`config.mk`:
```
export PLATFORM = sky130hd
export DESIGN_NAME = dtsync_encoder
export DESIGN_NICKNAME = d
export VERILOG_FILES = /design/src/rtl/dtsync_pkg.sv /design/src/rtl/dtsync_ctrl.sv /design/src/rtl/dtsync_dpath.sv /design/src/rtl/dtsync_encoder.sv
export SDC_FILE = /design/constraint.sdc
export NUM_CORES = 1
export LEC_CHECK = 0
export ABC_AREA = 1
export BUFFER_PORTS_ARGS = -buffer_cell sky130_fd_sc_hd__buf_2
export CORE_MARGIN = 2
export CORE_UTILIZATION = 25
export DETAILED_ROUTE_END_ITERATION = 10
export PLACE_DENSITY = 0.49
export SYNTH_ARGS = -nofsm -noshare
export SYNTH_HDL_FRONTEND = slang
export SYNTH_SLANG_ARGS = --single-unit
```
`constraint.sdc`:
```
create_clock -name clk -period 6.85 [get_ports clk]
set_input_delay 1.37 -clock clk [delete_from_list [all_inputs] [get_ports clk]]
set_output_delay 1.37 -clock clk [all_outputs]
set_load 0.005 [all_outputs]
```
`src/rtl/dtsync_pkg.sv`:
```
package dtsync_pkg;

  localparam int HDR_W    = 13;
  localparam int SRC_LSB  = 6;
  localparam int DSZ_LSB  = 10;

  localparam logic [5:0] TC_SYNC_WR = 6'd13;
  localparam logic [5:0] TC_SYNC_RD = 6'd14;
  localparam logic [5:0] TC_CMP_WR  = 6'd5;
  localparam logic [5:0] TC_CMP_RD  = 6'd6;

  typedef struct packed {
    logic emit;
    logic sync;
    logic isWrite;
  } ctrlStrobe_t;

  // width of a value counted up to its highest set bit, never below one
  function automatic logic [6:0] sigBits(input logic [63:0] v);
    logic [6:0] n;
    n = 7'd1;
    for (int i = 0; i < 64; i++) begin
      if (v[i]) n = 7'(i + 1);
    end
    return n;
  endfunction

endpackage

```
`src/rtl/dtsync_ctrl.sv`:
```
module dtsync_ctrl
  import dtsync_pkg::*;
#(
  parameter int SYNC_PERIOD = 255,
  localparam int CNT_W = $clog2(SYNC_PERIOD + 1)
) (
  input  logic        clk,
  input  logic        rstN,
  input  logic        traceEn,
  input  logic        eventIn,
  input  logic        eventSel,
  input  logic        lowPowerExit,
  input  logic        collisionLost,
  input  logic        accValid,
  input  logic        accWrite,
  input  logic        accSecure,
  output ctrlStrobe_t strobe
);

  logic             enPrev;
  logic             pendingSync;
  logic [CNT_W-1:0] cmpCount;
  logic             takeAcc;
  logic             asyncReq;
  logic             periodDue;
  logic             forceNow;

  assign takeAcc   = accValid & traceEn;
  assign asyncReq  = (traceEn & ~enPrev) | lowPowerExit | collisionLost
                   | (eventIn & eventSel & traceEn);
  assign periodDue = (cmpCount == CNT_W'(SYNC_PERIOD));
  assign forceNow  = pendingSync | asyncReq | periodDue;

  always_comb begin
    strobe.emit    = takeAcc & ~accSecure;
    strobe.sync    = takeAcc & ~accSecure & forceNow;
    strobe.isWrite = accWrite;
  end

  always_ff @(posedge clk or negedge rstN) begin
    if (!rstN) begin
      enPrev      <= 1'b0;
      pendingSync <= 1'b1;
      cmpCount    <= '0;
    end else begin
      enPrev <= traceEn;
      if (takeAcc && accSecure) begin
        pendingSync <= 1'b1;
      end else if (strobe.emit) begin
        pendingSync <= 1'b0;
      end else if (asyncReq) begin
        pendingSync <= 1'b1;
      end
      if (strobe.emit) begin
        cmpCount <= strobe.sync ? '0 : cmpCount + 1'b1;
      end
    end
  end

  // a blocked secure access leaves a synchronization request behind
  assert_secure_pending_R9: assert property (@(posedge clk) disable iff (!rstN)
    (traceEn && accValid && accSecure) |=> pendingSync);

  // compressed run never passes the periodic limit
  assert_period_limit_R11: assert property (@(posedge clk) disable iff (!rstN)
    (strobe.emit && !strobe.sync) |=> (cmpCount != '0));

endmodule

```
`src/rtl/dtsync_dpath.sv`:
```
module dtsync_dpath
  import dtsync_pkg::*;
#(
  parameter int ADDR_W = 32,
  parameter int DATA_W = 64,
  localparam int MSG_W = HDR_W + ADDR_W + DATA_W,
  localparam int LEN_W = $clog2(MSG_W + 1)
) (
  input  logic              clk,
  input  logic              rstN,
  input  ctrlStrobe_t       strobe,
  input  logic [ADDR_W-1:0] accAddr,
  input  logic [DATA_W-1:0] accData,
  input  logic [2:0]        accSize,
  input  logic [3:0]        srcId,
  output logic              msgValid,
  output logic [MSG_W-1:0]  msgBits,
  output logic [LEN_W-1:0]  msgLen
);

  logic [ADDR_W-1:0] refAddr;
  logic [ADDR_W-1:0] aField;
  logic [DATA_W-1:0] sizeMask;
  logic [DATA_W-1:0] dMasked;
  logic [LEN_W-1:0]  aBits;
  logic [LEN_W-1:0]  dBits;
  logic [5:0]        tcode;
  logic [MSG_W-1:0]  msgNext;
  logic [LEN_W-1:0]  lenNext;

  always_comb begin
    if (accSize >= 3'd3) sizeMask = '1;
    else                 sizeMask = (DATA_W'(1) << (6'd8 << accSize)) - DATA_W'(1);
  end

  always_comb begin
    unique case ({strobe.sync, strobe.isWrite})
      2'b11:   tcode = TC_SYNC_WR;
      2'b10:   tcode = TC_SYNC_RD;
      2'b01:   tcode = TC_CMP_WR;
      default: tcode = TC_CMP_RD;
    endcase
  end

  assign aField  = strobe.sync ? accAddr : (accAddr ^ refAddr);
  assign dMasked = accData & sizeMask;
  assign aBits   = LEN_W'(sigBits(64'(aField)));
  assign dBits   = LEN_W'(sigBits(64'(dMasked)));
  assign lenNext = LEN_W'(HDR_W) + aBits + dBits;

  always_comb begin
    msgNext = MSG_W'(tcode)
            | (MSG_W'(srcId)   << SRC_LSB)
            | (MSG_W'(accSize) << DSZ_LSB)
            | (MSG_W'(aField)  << HDR_W)
            | (MSG_W'(dMasked) << (LEN_W'(HDR_W) + aBits));
  end

  always_ff @(posedge clk or negedge rstN) begin
    if (!rstN) begin
      msgValid <= 1'b0;
      msgBits  <= '0;
      msgLen   <= '0;
      refAddr  <= '0;
    end else begin
      msgValid <= strobe.emit;
      if (strobe.emit) begin
        msgBits <= msgNext;
        msgLen  <= lenNext;
        refAddr <= accAddr;
      end
    end
  end

  // every emitted message, sync or compressed, moves the reference
  assert_ref_follows_R4: assert property (@(posedge clk) disable iff (!rstN)
    strobe.emit |=> (refAddr == $past(accAddr)));

  assert_len_range_R5: assert property (@(posedge clk) disable iff (!rstN)
    msgValid |-> (msgLen >= LEN_W'(15) && msgLen <= LEN_W'(MSG_W)));

  assert_single_pulse_R13: assert property (@(posedge clk) disable iff (!rstN)
    !strobe.emit |=> !msgValid);

endmodule

```
`src/rtl/dtsync_encoder.sv`:
```
module dtsync_encoder
  import dtsync_pkg::*;
#(
  parameter int ADDR_W      = 32,
  parameter int DATA_W      = 64,
  parameter int SYNC_PERIOD = 255,
  localparam int MSG_W = HDR_W + ADDR_W + DATA_W,
  localparam int LEN_W = $clog2(MSG_W + 1)
) (
  input  logic              clk,
  input  logic              rstN,
  input  logic              traceEn,
  input  logic              eventIn,
  input  logic              eventSel,
  input  logic              lowPowerExit,
  input  logic              collisionLost,
  input  logic              accValid,
  input  logic              accWrite,
  input  logic              accSecure,
  input  logic [2:0]        accSize,
  input  logic [3:0]        srcId,
  input  logic [ADDR_W-1:0] accAddr,
  input  logic [DATA_W-1:0] accData,
  output logic              msgValid,
  output logic [MSG_W-1:0]  msgBits,
  output logic [LEN_W-1:0]  msgLen
);

  ctrlStrobe_t strobe;

  dtsync_ctrl #(.SYNC_PERIOD(SYNC_PERIOD)) u_ctrl (
    .clk          (clk),
    .rstN         (rstN),
    .traceEn      (traceEn),
    .eventIn      (eventIn),
    .eventSel     (eventSel),
    .lowPowerExit (lowPowerExit),
    .collisionLost(collisionLost),
    .accValid     (accValid),
    .accWrite     (accWrite),
    .accSecure    (accSecure),
    .strobe       (strobe)
  );

  dtsync_dpath #(.ADDR_W(ADDR_W), .DATA_W(DATA_W)) u_dpath (
    .clk     (clk),
    .rstN    (rstN),
    .strobe  (strobe),
    .accAddr (accAddr),
    .accData (accData),
    .accSize (accSize),
    .srcId   (srcId),
    .msgValid(msgValid),
    .msgBits (msgBits),
    .msgLen  (msgLen)
  );

  assert_disabled_quiet_R6: assert property (@(posedge clk) disable iff (!rstN)
    (!traceEn && accValid) |=> !msgValid);

  assert_latency_R13: assert property (@(posedge clk) disable iff (!rstN)
    (traceEn && accValid && !accSecure) |=> msgValid);

endmodule

```
==> metrics.yaml, run 1 <==
cts:
  clockBufferDepth: 2
  cts_buffers: 17
  htree_levels: 4
  worstSkewPairLatency_ns: 0.47
  cts_tree: "built"
  cts.clk_slew.worst_paths_ns: 0.07
  clock-root-buffer: "clkbuf_16"
  cts.sinks: 159
synthesis:
  yosys_warnings: 0
  synth.avg_cell_area_um2: 6.38
  netlist_instances: 1937
  synth-seq-cells: 159
  synth_fp_nets: 2060
  ys.flop_type: "dfrtp_1"
  netlist_top_cells_count: "750 x nand2_1, 349 x nand3_1, 158 x dfrtp_1, 96 x o21ai_1, 94 x inv_1"
  synthTopCellsByArea: "dfrtp_1 32%, nand2_1 23%, nand3_1 14%, o21ai_1 3.9%, inv_1 2.9%"
  synth_most_common_cell: "nand2_1"
  synth_top_area_cell: "dfrtp_1"
  synth-edff-count: 0
  synth.distinct_cells: 53
  ys_seq_area_share_pct: 32.2
  syn_area_um2: 12400
  async_flop_share_pct: 100
  synth_top_area_share_pct: 32.0
placed_design:
  placedCellCount: 2763
  place_area_um2: 14300
  pre_cts_ws_ns: 0.161
  dp_hpwl_mm: 42.6
  gp_congestion: 0.915
  portBuffers: 229
timing:
  tightest_slew_ns: 1.15
  maxSlewHeadroom_pct: 23.6
  slew_violations: 0
  finClkSkew_ns: 0.0166
  tns_ns: 0
  timing.final.ws_setup_ns: 0.786
  maxClockFrequency_mhz: 165
  fin_crit_sh_pct: 88.5
  holdWs_ns: 0.466
  hold_viol: 0
  min_period_ns: 6.06
  rsz0062_at_grt: "no"
  setup_viol: 0
critical_path:
  r2r-end: "u_dpath.msgLen[5]$_DFFE_PN0P_"
  r2r_start: "u_ctrl.cmpCount[0]$_DFFE_PN0P_"
  cpLargestDelayFamily: "simple AND/OR/NAND/NOR gates"
  crit_start: "lowPowerExit"
  crit_type: "in2reg"
  cp-start-kind: "primary input"
  slowest_stage: "ha_1"
  r2r_setup_slack_ns: 1.24
  ff2ff_path_depth: 50
  arrival_ns: 6.38
  path_buf_inv: 6
  crit_path_end_kind: "register"
  crit_fanout: 15
  max_stage_delay_ns: 0.44
  cp_common_cell: "nand2_1"
  worst-endpoint-required_ns: 7.16
floorplan:
  die_y_um: 226
  io_pins: 230
  core_area_um2: 48800
  die-area_um2: 51300
  die_x_um: 226
  initial_core_util_pct: 25.3
  rows: 81
finish:
  nNetsFinal: 2244
  fin_cells: 2798
  insertedDiodeCount: 0
  finish.instance_area_um2: 15000
  area_growth_pct: 21.0
  drive_above_1_share_pct: 16.7
drt:
  ant_nets: 0
  viasPerCell: 4.95
  drc_errors: 0
  num_vias: 13900
  wirelength_mm: 54.5
  wl_per_cell_um: 19.5
  drt_iter0_drc: 1199
  first_pass_iters: 5
pwr:
  power_leakage_uw: 0.00758
  power_density_nw_per_um2: 416
  vdd_ir_drop_max_v: 0.000204
min_path:
  min_from: "u_dpath.msgLen[1]$_DFFE_PN0P_"
  min_path_cells: 2
  hp-class: "reg2reg"
  min_to: "u_dpath.msgLen[1]$_DFFE_PN0P_"
global_route:
  grt_pass1_wl_mm: 82.0
  overflow: 0
  grt_util_all_layers_pct: 21.3
  antenna_found_initial: 0
  grt_max_degree: 122
  grt_pass1_vias: 13100
flow_run:
  maxCapViolations: 0
status:
  status: "completed"
## kinds of logic after synthesis
group	after synthesis	share of synthesized area [%]
adders and majority gates	10	1.07
DFF	159	32.2
xor gates and xnor gates	42	3.16
AOI/OAI and AO/OA	273	13.1
buffers and inverters	221	7.76
muxes	14	1.13
and+or+nand+nor	1218	41.5
## sequential cells by signal, summed over array words and instances, names as in the netlist
register            count
u_ctrl.enPrev           1
u_dpath.msgBits       109
u_dpath.refAddr        32
u_dpath.msgValid        1
u_ctrl.pendingSync      1
u_ctrl.cmpCount         8
u_dpath.msgLen          7
## placed cells by master (no fill, tap or decap), types with 6 or more instances in the layout
| master | synthesis | layout |
|---|---|---|
| o211ai_1 | 41 | 41 |
| xor2_1 | 37 | 36 |
| inv_1 | 94 | 93 |
| o21ai_0 | 68 | 65 |
| ha_1 | 9 | 7 |
| o21ai_2 | 7 | 7 |
| nand2_1 | 750 | 749 |
| nand3_1 | 349 | 349 |
| buf_12 | 0 | 9 |
| buf_4 | 8 | 46 |
| inv_2 | 5 | 6 |
| a21oi_1 | 19 | 18 |
| inv_6 | 0 | 7 |
| dfrtp_1 | 158 | 158 |
| nor2_1 | 74 | 70 |
| mux2i_1 | 14 | 14 |
| o2111ai_1 | 6 | 6 |
| a31oi_1 | 6 | 6 |
| nand4_1 | 8 | 8 |
| or2_1 | 17 | 17 |
| o21ai_1 | 96 | 99 |
| buf_2 | 20 | 228 |
| clkbuf_16 | 0 | 17 |
## power breakdown
| group | leakage [uW] | internal [uW] | switching [uW] |
|---|---|---|---|
| clock | 0.000297 | 498 | 501 |
| combinational | 0.00531 | 1230 | 2530 |
| sequential | 0.00198 | 1250 | 224 |
## stage by stage
step / utilization [%] / total power (uW)
2_1_floorplan: - / 3690
3_3_place_gp: 29.3 / 5190
3_5_place_dp: 29.3 / 5200
4_1_cts: 30.6 / 6210
5_1_grt: 30.6 / 6720
6_report: 30.6 / 6230
## worst max path at each step
| stage | end | depth (start not counted) |
|---|---|---|
| after floorplan | u_dpath.msgLen[6]$_DFFE_PN0P_ | 69 |
| after global placement | u_dpath.msgLen[6]$_DFFE_PN0P_ | 70 |
| after detailed placement | u_dpath.msgLen[6]$_DFFE_PN0P_ | 70 |
| after CTS | u_dpath.msgLen[6]$_DFFE_PN0P_ | 70 |
| after global routing | u_dpath.msgLen[6]$_DFFE_PN0P_ | 71 |
| final | u_dpath.msgLen[5]$_DFFE_PN0P_ | 50 |
## metal layers
metal | routed length [um] | GRT usage [%] | vias to the layer above | share of wire, %
met5 | 0 | 0 | - | 0
met4 | 1030 | 5.48 | 0 | 1.9
met3 | 2930 | 2.33 | 45 | 5.4
met2 | 24200 | 33.1 | 416 | 44
met1 | 26400 | 31.3 | 6586 | 48
li1 | - | - | 6803 | -
## repair_timing
action	in CTS	in global routing
resized for setup	0	10
setup endpoints to repair	0	1
buffers inserted	0	3
hold buffers	0	0
## final cells by class
cell class,instances,area [um^2]
fill,5538,33900
clock inverter,15,184
multi-input combinational,1557,7480
clock buffer,17,425
sequential,159,3980
timing repair buffer,284,1680
tap,664,831
inverter,102,388
## worst register-to-register path: cells and delay by family (launching register included)
kind,cells,cell delay (ns)
simple gates,34,2.39
fa+ha+maj,3,0.79
buf+inv,5,0.76
compound gates,5,0.66
xor+xnor,3,0.51
flops,1,0.35
(Power assumes the default switching activity.)
==> inputs of run 2 (changes only) <==
clock period = 6.1 ns   (was 6.85 ns; I/O delays follow)
==> run 2 against run 1 <==
  * Die area unchanged
  * Hold slack gained 0.0050 ns
  * Highest routed layer unchanged
  * Non-clock buffer count grew 143
  * Critical endpoint is now u_dpath.msgLen[6]$_DFFE_PN0P_
  * Critical path depth increased by 21
  * Worst setup slack got worse by 0.48 ns
  * Final cell count increased by 5.1%
  * Routed wire length grew 2.0%
  * Count of clock-buffer cells in the layout stayed put
  * Largest power group unchanged
  * Sequential share of layout area decreased by 2.0 points
==> metrics.yaml, run 2 (same netlist as run 1, synthesis figures left out) <==
status:
  status: "completed"
timing:
  tightest_slew_ns: 0.871
  min_period_ns: 5.80
  maxSlewHeadroom_pct: 41.9
  fin_crit_sh_pct: 95.1
  hold_viol: 0
  rsz0062_at_grt: "yes"
  finClkSkew_ns: 0.0137
  slew_violations: 0
  setup_viol: 0
  maxClockFrequency_mhz: 172
finish:
  largest_register_ffs: 109
  area_growth_pct: 30.8
  fin_cells: 2941
  largest_register: "u_dpath.msgBits"
  filler_cell_count: 5552
  mostFrequentLayoutCells: "746 x nand2_1, 348 x nand3_1, 225 x buf_2"
  seq_area_um2: 3980
  nNetsFinal: 2387
  finish.instance_area_um2: 16200
  drive_above_1_share_pct: 22.4
  largestRegisters: "u_dpath.msgBits x109, u_dpath.refAddr x32, u_ctrl.cmpCount x8"
  final_common_cell: "nand2_1"
  multiInputGateArea_um2: 7540
  insertedDiodeCount: 0
floorplan:
  die_y_um: 226
  die_x_um: 226
  core_area_um2: 48800
  die-area_um2: 51300
  initial_core_util_pct: 25.3
  rows: 81
  io_pins: 230
critical_path:
  crit_type: "in2reg"
  arrival_ns: 6.11
  max_stage_delay_ns: 0.40
  worst-endpoint-required_ns: 6.41
  r2r_start: "u_ctrl.cmpCount[0]$_DFFE_PN0P_"
  cp-start-kind: "primary input"
  crit_path_end_kind: "register"
  cp_common_cell: "nand2_1"
  crit_fanout: 3
  crit_start: "accSize[2]"
  slowest_stage: "fa_2"
drt:
  wirelength_mm: 55.7
  drt_iter0_drc: 1294
  wl_per_cell_um: 18.9
  drc_errors: 0
  first_pass_iters: 5
  num_vias: 14300
  ant_nets: 0
  viasPerCell: 4.88
pwr:
  power_density_nw_per_um2: 474
  vdd_ir_drop_max_v: 0.000222
  power_leakage_uw: 0.00829
cts:
  cts.sinks: 159
  cts_tree: "built"
  cts.clk_slew.worst_paths_ns: 0.07
  worstSkewPairLatency_ns: 0.46
  htree_levels: 4
  cts_buffers: 17
  clockBufferDepth: 2
  clock-root-buffer: "clkbuf_16"
min_path:
  min_from: "u_dpath.refAddr[24]$_DFFE_PN0P_"
  hp-class: "reg2reg"
global_route:
  antenna_found_initial: 0
  grt_util_all_layers_pct: 21.5
  grt_pass1_vias: 13400
  grt_pass1_wl_mm: 82.3
  overflow: 0
  grt_max_degree: 121
flow_run:
  maxCapViolations: 0
placed_design:
  place_area_um2: 15400
  placedCellCount: 2904
  gp_congestion: 0.890
  dp_hpwl_mm: 44.1
  portBuffers: 229
[run 2: cell types whose count changed in the layout (fill, tap and decap cells not counted), moves of 3 or more]
cell / change
buf_2: -3
buf_4: +138
buf_6: +4
clkinv_4: +3
clkinv_8: -4
nand2_1: -3
nand2_2: +3
[run 2: power breakdown]
part | total, uW | switching (uW) | internal, uW | leakage (uW)
logic | 4890 | 3010 | 1880 | 0.00602
registers | 1650 | 244 | 1400 | 0.00198
clock network | 1140 | 518 | 617 | 0.000291
[run 2: worst max-delay path, delay by kind of cell]
kind,cells,cell delay (ns)
and+or+nand+nor,58,3.05
adders and majority gates,3,0.87
AOI/OAI and AO/OA,5,0.51
buffers and inverters,4,0.34
xor gates and xnor gates,1,0.12
[run 2: final timing paths]
| path | slack, ns | to | cells after the start |
|---|---|---|---|
| min reg2reg | 0.47 | u_dpath.refAddr[24]$_DFFE_PN0P_ | 2 |
| min | 0.47 | u_dpath.refAddr[24]$_DFFE_PN0P_ | 2 |
| max in group asynchronous | 4.16 | u_dpath.msgBits[32]$_DFFE_PN0P_ | 2 |
| max | 0.30 | u_dpath.msgLen[6]$_DFFE_PN0P_ | 71 |
| max reg2reg | 0.74 | u_dpath.msgLen[6]$_DFFE_PN0P_ | 50 |
| min in group asynchronous | 0.76 | u_dpath.refAddr[25]$_DFFE_PN0P_ | 1 |
[run 2: cell type report]
cell class | count | share of cell area [%]
Multi-Input combinational cell | 1557 | 46.6
Sequential cell | 159 | 24.6
Timing Repair Buffer | 427 | 17.5
Tap cell | 664 | 5.14
Clock buffer | 17 | 2.63
Inverter | 102 | 2.41
Clock inverter | 15 | 1.11
[run 2: repair_timing]
| action | 4_1_cts | 5_1_grt |
|---|---|---|
| endpoints found under the setup margin | 0 | 103 |
| resized for setup | 0 | 42 |
| setup buffers | 0 | 3 |
| hold buffers | 0 | 0 |
[run 2: metrics by stage]
step	power, uW	hold WS, ns	worst slack (ns)	setup TNS (ns)	util, %
4_1_cts	7540	0.472	0.155	0	32.7
3_3_place_gp	6370	0.447	-0.338	-1.47	31.5
6_report	7670	0.471	0.301	0	33.1
3_5_place_dp	6390	0.456	-0.280	-3.36	31.5
5_1_grt	8260	0.494	-0.343	-0.980	33.1
2_1_floorplan	4150	0.442	0.0129	0	-
[run 2: routing by layer]
layer  global-route usage [%]  part of all wire [%]  routed length (um)
met1                     31.1                    48               26900
met2                     33.0                    44               24600
met3                     3.40                   5.6                3090
met4                     5.31                   1.9                1060
met5                        0                     0                   0
==> inputs of run 3 (changes only) <==
PLACE_DENSITY = 0.51   (was 0.49)
clock period = 5.3 ns   (was 6.1 ns; I/O delays follow)
==> run 3 against run 2 <==
  * The run now ends with negative setup slack left
  * Hold slack better by 0.0034 ns
  * Design area is 5.4% higher
  * Clock power is 13% higher
  * Non-clock buffer count is 73 higher
  * Power is 19% higher
  * Sequential power is 15% higher
  * Sequential cell count stayed put
  * Register-to-register slack worse by 0.57 ns
  * Sequential share of layout area is 1.3 points lower
  * Routed wire length is 0.98% lower
  * Critical path type unchanged
  * Highest routed layer is now met5
==> metrics.yaml, run 3 (same netlist as run 1, synthesis figures left out) <==
finish:
  largest_register_ffs: 109
  fin_cells: 3015
  mostFrequentLayoutCells: "746 x nand2_1, 337 x nand3_1, 244 x buf_4"
  post-route-util_pct: 34.9
  largest_register: "u_dpath.msgBits"
  seq_area_um2: 3980
  drive_above_1_share_pct: 26.7
  multiInputGateArea_um2: 7730
  nNetsFinal: 2460
  final_common_cell: "nand2_1"
  area_growth_pct: 37.9
  largestRegisters: "u_dpath.msgBits x109, u_dpath.refAddr x32, u_ctrl.cmpCount x8"
  filler_cell_count: 5457
timing:
  maxClockFrequency_mhz: 185
  holdWs_ns: 0.474
  timing.final.ws_setup_ns: -0.0956
  tns_ns: -0.0956
  tightest_slew_ns: 0.815
  rsz0062_at_grt: "yes"
  fin_crit_sh_pct: 102
  maxSlewHeadroom_pct: 45.7
  hold_viol: 0
  finClkSkew_ns: 0.0109
  min_period_ns: 5.40
  setup_viol: 1
  slew_violations: 0
floorplan:
  core_area_um2: 48800
  rows: 81
  die_y_um: 226
  initial_core_util_pct: 25.3
  die-area_um2: 51300
  io_pins: 230
  die_x_um: 226
global_route:
  grtUsageMet3_pct: 4.20
  grt_pass1_vias: 13800
  antenna_found_initial: 2
  grt_max_degree: 84
  overflow: 0
  met2_usage_pct: 32.0
  grt_pass1_wl_mm: 82.8
  top_usage_layer: "met2"
  grt_util_all_layers_pct: 21.3
  grt_use_met1_pct: 30.4
placed_design:
  dp_hpwl_mm: 44.5
  placedCellCount: 2967
  gp_congestion: 0.925
  portBuffers: 229
  pre_cts_ws_ns: -0.678
status:
  violations: "negative setup slack"
  status: "finished with violations"
pwr:
  power_density_nw_per_um2: 534
  vdd_ir_drop_max_v: 0.000196
  power_leakage_uw: 0.00873
cts:
  cts.sinks: 159
  clock-root-buffer: "clkbuf_16"
  htree_levels: 4
  worstSkewPairLatency_ns: 0.45
  cts.clk_slew.worst_paths_ns: 0.07
  cts_buffers: 17
  cts_tree: "built"
  cts_hold_buf: 0
  clockBufferDepth: 2
drt:
  wl_per_cell_um: 18.3
  drc_errors: 0
  first_pass_iters: 5
  num_vias: 14600
  ant_nets: 0
  viasPerCell: 4.84
  drt_iter0_drc: 1219
  wirelength_mm: 55.1
flow_run:
  maxCapViolations: 0
min_path:
  hp-class: "reg2reg"
critical_path:
  crit_path_end_kind: "register"
  arrival_ns: 5.71
  crit_type: "in2reg"
  cp-start-kind: "primary input"
  worst-endpoint-required_ns: 5.61
  slowest_stage: "fa_2"
  cp_common_cell: "nand2_1"
  max_stage_delay_ns: 0.35
  crit_fanout: 3
run 3: final timing paths:
| check | from | to | slack [ns] | depth (start not counted) |
|---|---|---|---|---|
| max | accSize[2] | u_dpath.msgLen[6]$_DFFE_PN0P_ | -0.1 | 70 |
| min reg2reg | u_dpath.msgBits[2]$_DFFE_PN0P_ | u_dpath.msgBits[2]$_DFFE_PN0P_ | 0.47 | 1 |
| min in group asynchronous | rstN | u_dpath.refAddr[6]$_DFFE_PN0P_ | 0.66 | 1 |
| max reg2reg | u_ctrl.cmpCount[1]$_DFFE_PN0P_ | u_dpath.msgLen[6]$_DFFE_PN0P_ | 0.17 | 47 |
| max in group asynchronous | rstN | u_dpath.msgBits[45]$_DFFE_PN0P_ | 3.58 | 2 |
| min | u_dpath.msgBits[2]$_DFFE_PN0P_ | u_dpath.msgBits[2]$_DFFE_PN0P_ | 0.47 | 1 |
run 3: per-stage QoR:
step	instance area, um^2	total power (uW)
global route	17100	9790
CTS	16800	8880
floorplan	12500	4820
detailed placement	16000	7510
global placement	16000	7470
finish	17100	9110
run 3: cell type report:
cell class / count / share of cell area [%]
clock buffer: 17 / 2.50
inverter: 102 / 2.31
antenna: 1 / 0.0147
multi-input combinational: 1557 / 45.3
clock inverter: 15 / 1.01
timing repair buffer: 500 / 20.6
sequential: 159 / 23.3
tap: 664 / 4.87
run 3: routing by layer:
layer | vias to the layer above | part of all wire [%]
met4 | 2 | 2.8
met3 | 65 | 6.1
met5 | - | 0.013
met1 | 6873 | 48
met2 | 423 | 43
li1 | 7238 | -
run 3: worst max-delay path, delay by kind of cell:
kind | cells | cell delay [ns]
and+or+nand+nor | 58 | 3.01
adders and majority gates | 3 | 0.79
AOI/OAI and AO/OA | 5 | 0.52
buffers and inverters | 3 | 0.18
xor gates and xnor gates | 1 | 0.13
run 3: repair_timing:
action / CTS / global route
setup buffers: 8 / 7
pin swaps: 12 / 6
setup endpoints to repair: 8 / 111
resized for setup: 18 / 67
gates cloned: 1 / 2
run 3: power breakdown:
part | total (uW) | switching [uW] | internal, uW | leakage, uW
Combinational | 5930 | 3540 | 2390 | 0.00646
Sequential | 1890 | 272 | 1610 | 0.00198
Clock | 1290 | 583 | 710 | 0.000295
Total | 9110 | 4400 | 4710 | 0.00873
